## config.mk

```make
export PLATFORM = sky130hd
export DESIGN_NAME = lane_deser_array
export DESIGN_NICKNAME = d
export VERILOG_FILES = /design/src/rtl/lane_deser_pkg.sv /design/src/rtl/ddr_pair_capture.sv /design/src/rtl/word_phase.sv /design/src/rtl/lane_slicer.sv /design/src/rtl/lane_deser_array.sv
export SDC_FILE = /design/constraint.sdc
export NUM_CORES = 1
export LEC_CHECK = 0
export BUFFER_PORTS_ARGS = -buffer_cell sky130_fd_sc_hd__buf_2
export CORE_ASPECT_RATIO = 0.75
export CORE_MARGIN = 4
export CORE_UTILIZATION = 40
export DETAILED_ROUTE_END_ITERATION = 8
export HOLD_SLACK_MARGIN = 0.02
export SYNTH_ARGS = -nofsm -noshare
export SYNTH_HDL_FRONTEND = slang
export SYNTH_SLANG_ARGS = --single-unit
```

## constraint.sdc

```tcl
create_clock -name clk -period 6.3 [get_ports clk]
set_input_delay 0.63 -clock clk [delete_from_list [all_inputs] [get_ports clk]]
set_output_delay 0.63 -clock clk [all_outputs]
set_load 0.01 [all_outputs]
```

## src/rtl/lane_deser_pkg.sv

```systemverilog
`timescale 1ns/1ps
package lane_deser_pkg;
   // bits entering per bit-clock period (rising plus falling edge)
   localparam int BITS_PER_CLK = 2;

   function automatic int cnt_width(input int n);
      return (n <= 2) ? 1 : $clog2(n);
   endfunction
endpackage

```

## src/rtl/ddr_pair_capture.sv

```systemverilog
`timescale 1ns/1ps
module ddr_pair_capture #(
   parameter int LANES = 9
) (
   input  logic             clk,
   input  logic             rst,
   input  logic [LANES-1:0] sdi,
   output logic [LANES-1:0] rise_bit,
   output logic [LANES-1:0] fall_bit
);
   // older sample of the pair, taken on the rising edge
   always_ff @(posedge clk) begin
      if (rst) rise_bit <= '0;
      else     rise_bit <= sdi;
   end

   // newer sample of the pair, taken on the falling edge
   always_ff @(negedge clk) begin
      if (rst) fall_bit <= '0;
      else     fall_bit <= sdi;
   end
endmodule

```

## src/rtl/word_phase.sv

```systemverilog
`timescale 1ns/1ps
module word_phase
   import lane_deser_pkg::*;
#(
   parameter int WORD_W = 7
) (
   input  logic clk,
   input  logic rst,
   output logic tick,
   output logic tail
);
   localparam int CW = cnt_width(WORD_W) + 1;

   logic [CW-1:0] fill_q;
   logic [CW-1:0] fill_sum;

   assign fill_sum = fill_q + CW'(BITS_PER_CLK);
   assign tick     = (fill_sum >= CW'(WORD_W));
   // one bit of the incoming pair already belongs to the next word
   assign tail     = tick && (fill_sum != CW'(WORD_W));

   always_ff @(posedge clk) begin
      if (rst)       fill_q <= '0;
      else if (tick) fill_q <= fill_sum - CW'(WORD_W);
      else           fill_q <= fill_sum;
   end
endmodule

```

## src/rtl/lane_slicer.sv

```systemverilog
`timescale 1ns/1ps
module lane_slicer
   import lane_deser_pkg::*;
#(
   parameter int WORD_W = 7,
   parameter int OFF_W  = cnt_width(WORD_W)
) (
   input  logic              clk,
   input  logic              rst,
   input  logic              rise_bit,
   input  logic              fall_bit,
   input  logic              slip,
   input  logic              tick,
   input  logic              tail,
   output logic [WORD_W-1:0] word,
   output logic [OFF_W-1:0]  offset
);
   localparam int HIST_W = 2 * WORD_W;
   localparam int SH_W   = $clog2(HIST_W);

   logic              slip_q;
   logic              slip_rise;
   logic [OFF_W-1:0]  off_q;
   logic [OFF_W-1:0]  off_d;
   logic [HIST_W-3:0] hist_q;
   logic [HIST_W-1:0] hist_d;
   logic [SH_W-1:0]   sh;
   logic [WORD_W-1:0] window;

   assign slip_rise = slip & ~slip_q;
   assign off_d     = !slip_rise                     ? off_q :
                      (off_q == OFF_W'(WORD_W - 1)) ? '0    :
                                                      off_q + OFF_W'(1);
   // newest bit at index 0, older bits above it
   assign hist_d    = {hist_q, rise_bit, fall_bit};
   assign sh        = SH_W'(off_d) + SH_W'(tail);
   assign window    = WORD_W'(hist_d >> sh);
   assign offset    = off_q;

   always_ff @(posedge clk) begin
      if (rst) begin
         slip_q <= 1'b0;
         off_q  <= '0;
         hist_q <= '0;
         word   <= '0;
      end else begin
         slip_q <= slip;
         off_q  <= off_d;
         hist_q <= hist_d[HIST_W-3:0];
         if (tick) word <= window;
      end
   end
endmodule

```

## src/rtl/lane_deser_array.sv

```systemverilog
`timescale 1ns/1ps
module lane_deser_array
   import lane_deser_pkg::*;
#(
   parameter int LANES  = 9,
   parameter int WORD_W = 7
) (
   input  logic                    clk,
   input  logic                    rst,
   input  logic [LANES-1:0]        sdi,
   input  logic [LANES-1:0]        slip_req,
   output logic [LANES*WORD_W-1:0] words,
   output logic                    word_valid
);
   localparam int OFF_W = cnt_width(WORD_W);

   initial begin
      assert (WORD_W >= 3) else $error("WORD_W must be at least 3");
      assert (LANES >= 1)  else $error("LANES must be at least 1");
   end

   logic [LANES-1:0]       rise_bit;
   logic [LANES-1:0]       fall_bit;
   logic                   tick;
   logic                   tail;
   logic [LANES*OFF_W-1:0] lane_off;

   ddr_pair_capture #(.LANES(LANES)) u_cap (
      .clk      (clk),
      .rst      (rst),
      .sdi      (sdi),
      .rise_bit (rise_bit),
      .fall_bit (fall_bit)
   );

   word_phase #(.WORD_W(WORD_W)) u_phase (
      .clk  (clk),
      .rst  (rst),
      .tick (tick),
      .tail (tail)
   );

   for (genvar g = 0; g < LANES; g++) begin : g_lane
      lane_slicer #(.WORD_W(WORD_W), .OFF_W(OFF_W)) u_slice (
         .clk      (clk),
         .rst      (rst),
         .rise_bit (rise_bit[g]),
         .fall_bit (fall_bit[g]),
         .slip     (slip_req[g]),
         .tick     (tick),
         .tail     (tail),
         .word     (words[g*WORD_W +: WORD_W]),
         .offset   (lane_off[g*OFF_W +: OFF_W])
      );
   end

   always_ff @(posedge clk) begin
      if (rst) word_valid <= 1'b0;
      else     word_valid <= tick;
   end
endmodule

```

Yosys cells after proc, flatten, opt, wreduce, memory -nomap -nowiden --
Cells that the tools add are included.
Word-level totals: register bits 230, latch bits 0, RAM bits 0, memory bits (read-only) 0, input bits 20, output and inout bits 64, word-level logic and storage cells 119, memories kept 0
Operators by class: add/subtract/negate cells 20, multipliers 0, div/mod/pow operators 0, order comparisons 1, eq/ne operators 10, shifts and indexed selects 9, mux-type cells 20, bitwise logic cells 18, reductions and logical operators 1
Operators by type and width (count):
- >> shifter 14 x 4 -> 7 bit | 9
- 2-to-1 mux 3 bit | 18
- adder 3 x 1 -> 4 bit | 9
- adder 3 x 1 -> 3 bit, second input constant | 9
- equality test 3 bit, second input constant | 9
- AND 1 bit | 9
- 2-to-1 mux 9 bit | 1
- inverter 1 bit | 9
- adder 4 x 2 -> 4 bit, second input constant | 1
- >= comparator 4 x 3 -> 1 bit, second input constant | 1
- 2-to-1 mux 4 bit | 1
- != test 4 x 3 -> 1 bit, second input constant | 1
- subtractor 4 x 3 -> 4 bit, second input constant | 1
- logical AND 1 bit | 1

Depth between registers and ports, before layout --
depth after elaboration 5, gate-level depth with buffers 12, gate-level depth less buffers 11

Hierarchy --
Synthesis repeated with hierarchy kept, for this count alone.
Unflattened totals: cell total of the unflattened synthesis 1377, area total of the unflattened synthesis 13127.6 um2
By module, submodules not included:
- lane_slicer | times used 9, cells an instance 147, area each 1382.6 um2, seq. area each 460.4 um2
- ddr_pair_capture | times used 1, cells an instance 28, area each 420.4 um2, seq. area each 360.3 um2
- word_phase | times used 1, cells an instance 24, area each 230.2 um2, seq. area each 80.1 um2
- lane_deser_array | times used 1, cells an instance 2, area each 33.8 um2, seq. area each 20.0 um2

==> flow_summary.ini <==
[outcome]
outcome = complete, no violations

[floorplanning]
die_w_um = 209
core-area_sq_mm = 0.0295
chipHeight_um = 159
row_count = 54
die_area_sq_mm = 0.0333
ios = 84
start_util_pct = 41.2

[critical_path]
r2r-end = g_lane[8].u_slice.word[0]
reg2regPathDepth = 4
criticalPathCategory = reg2reg
crit_path_max_fanout = 2
worstPathArrival_ns = 5.06
r2r-start = u_cap.fall_bit[8]
cp.required_ns = 6.71
crit_path_end_kind = flip-flop
critPathLaunchType = flip-flop
ff2ff_setup_slack_ns = 1.65

[cells_and_area]
diodes = 0
finish.utilization_pct = 46.1
fin_nets = 1361
nFillCells = 2822
area_growth_pct = 11.9
drive_above_1_share_pct = 14.6

[synth]
yosys_warnings = 0
ys_async_sr_fraction_pct = 0
ys_seq_area_share_pct = 37.9
syn_avg_cell_area_sq_um = 9.63
synth_nets = 1310
ys_types = 74
ys.flop_type = dfxtp_1
syn_area_sq_mm = 0.0122
ys_ff_latch = 230
syn_inst = 1262
synth-edff-count = 0

[clocking]
post-cts-setup-buffer-count = 0
numCtsBuffers = 25
ctsRootBufferMaster = clkbuf_16
insertion_delay_ns = 0.58
h-tree-depth = 1
clockBufferDepth = 3
cts_hold_buf = 0
cts.repair.resized = 0
cts.sinks = 230
tritoncts = done
clk_pin_slew_worst_paths_ns = 0.06

[route]
drt_iter0_markers = 699
avgRoutedWirePerCell_um = 16.8
vias = 9449
via_per_inst = 5.49
drc = 0
dr.pass1.iters = 5
ant_nets = 0
finalWirelength_um = 28900

[global_route]
overflow = 0
grt_pass1_wl_um = 47500
antenna_found_initial = 1
grt_max_degree = 60
top_usage_layer = met1
grt.met3_usage_pct = 3.45
grtUsageMet2_pct = 23.9
grt_use_total_pct = 16.8
first_global_vias = 8875
met1_usage_pct = 26.3

[power_and_ir_drop]
power.share.sequential_pct = 33.5
power_leakage_nw = 5.62
p_switching_mw = 1.81
power.density_mw_per_mm2 = 365
clkPwrFrac_pct = 27.5
switching_share_pct = 36.5
ir_worst_vdd_v = 0.000237
combPwrFrac_pct = 39.0
intPower_mw = 3.15

[sta]
setup_viol = 0
hold_viol_final = 0
rsz0062_at_grt = false
slew_violations = 0
max_slew_margin_pct = 32.7
worst_pin_slew_ns = 1.01
fin_tns_setup_ns = 0
fin_worst_skew_ns = 0.0528

[min_path]
hp-class = in2reg
min_delay_worst_endpoint = u_cap.rise_bit[1]
whs_path_depth = 2
hold_path.startpoint = sdi[1]

[placement]
place.gp.congestion = 0.842
place_hpwl_um = 20300
port_buffers = 83

[run]
drv_cap = 0
## power groups by stage
stage / clock (mW) / sequential, mW / combinational [mW]
after floorplan: 0.00978 / 1.70 / 1.45
after global placement: 0.00978 / 1.69 / 1.92
after detailed placement: 0.00978 / 1.69 / 1.94
after CTS: 1.40 / 1.66 / 1.94
after global routing: 1.47 / 1.68 / 2.12
final: 1.36 / 1.66 / 1.94
## critical path, stage by stage, from the launching register on
cell and delay (ns):
dfxtp_1 0.29, mux4_2 0.44, mux4_2 0.46, nand2_1 0.08, a21oi_1 0.07
## cell usage after synthesis (19+ instances only)
| cell | instances | area [sq um] |
|---|---|---|
| a21oi_1 | 36 | 180 |
| a221oi_1 | 35 | 307 |
| nor2b_1 | 157 | 982 |
| nor2_1 | 83 | 312 |
| mux2i_1 | 154 | 1540 |
| clkbuf_1 | 38 | 143 |
| mux4_2 | 31 | 698 |
| nand2b_1 | 23 | 144 |
| buf_2 | 20 | 100 |
| a211oi_1 | 23 | 173 |
| ha_1 | 28 | 350 |
| o21ai_0 | 68 | 340 |
| nand2_1 | 73 | 274 |
| dfxtp_1 | 230 | 4600 |
| and2_1 | 19 | 119 |
## sequential cells by signal, indices dropped and copies added (netlist names)
register               cells
g_lane.u_slice.hist_q    108
u_cap.rise_bit             9
g_lane.u_slice.word       63
u_cap.fall_bit             9
g_lane.u_slice.offset     27
g_lane.u_slice.slip_q      9
u_phase.fill_q             4
word_valid                 1
## routing by layer
layer,vias up,wire length [um]
met4,2,464
met2,193,11700
met5,-,12
met3,35,1390
li1,4714,-
met1,4505,15300
## per-stage QoR
stage          area [sq um]  instances  setup slack [ns]  hold slack, ns  power, mW
5_1_grt               13600       1722              1.60           0.354       5.27
3_5_place_dp          12800       1670              1.70           0.445       3.64
6_report              13600       1722              1.65           0.341       4.96
2_1_floorplan         12200       1262              1.73           0.443       3.17
3_3_place_gp          12800       1670              1.70           0.441       3.62
4_1_cts               13600       1722              1.65           0.322       5.01
## cell usage in the layout (no fill, tap or decap), types with 5 or more instances in the layout
master / instances
a211oi_1: 23
a21o_1: 15
a21oi_1: 35
a221oi_1: 35
a311oi_1: 6
a31oi_1: 9
and2_1: 19
and3_1: 8
and3b_1: 8
buf_2: 82
buf_4: 9
clkbuf_16: 25
clkinv_2: 6
dfxtp_1: 230
ha_1: 28
inv_1: 26
mux2_2: 8
mux2i_1: 154
mux4_2: 31
nand2_1: 73
nand2b_1: 23
nand3_1: 13
nand3b_1: 9
nor2_1: 82
nor2b_1: 157
nor3_1: 18
o211ai_1: 6
o21ai_0: 68
o31ai_1: 10
o41ai_1: 5
or2_2: 5
## cell families after synthesis
logic type      share of synthesized area (%)
compound gates                           14.9
xor+xnor                                0.288
fa+ha+maj                                3.22
buf+inv                                  3.29
flops                                    37.9
mux                                      20.3
simple gates                             20.1
## layout make-up
cell class                      count  area (sq um)  area share [%]
Tap cell                          392           490            3.61
Inverter                           17          63.8           0.469
Sequential cell                   230          4600            33.9
Clock buffer                       31           668            4.91
Clock inverter                     22          96.3           0.709
Timing Repair Buffer               92           489            3.60
Multi-Input combinational cell    938          7190            52.8
## worst max-delay path by stage
stage	start	end	depth (start not counted)
4_1_cts	u_cap.fall_bit[8]	g_lane[8].u_slice.word[0]	4
6_report	u_cap.fall_bit[8]	g_lane[8].u_slice.word[0]	4
3_5_place_dp	u_cap.fall_bit[8]	g_lane[8].u_slice.word[0]	4
5_1_grt	u_cap.fall_bit[8]	g_lane[8].u_slice.word[0]	4
3_3_place_gp	u_cap.fall_bit[8]	g_lane[8].u_slice.word[0]	4
2_1_floorplan	u_cap.fall_bit[8]	g_lane[8].u_slice.word[0]	4
(Power assumes the default switching activity.)
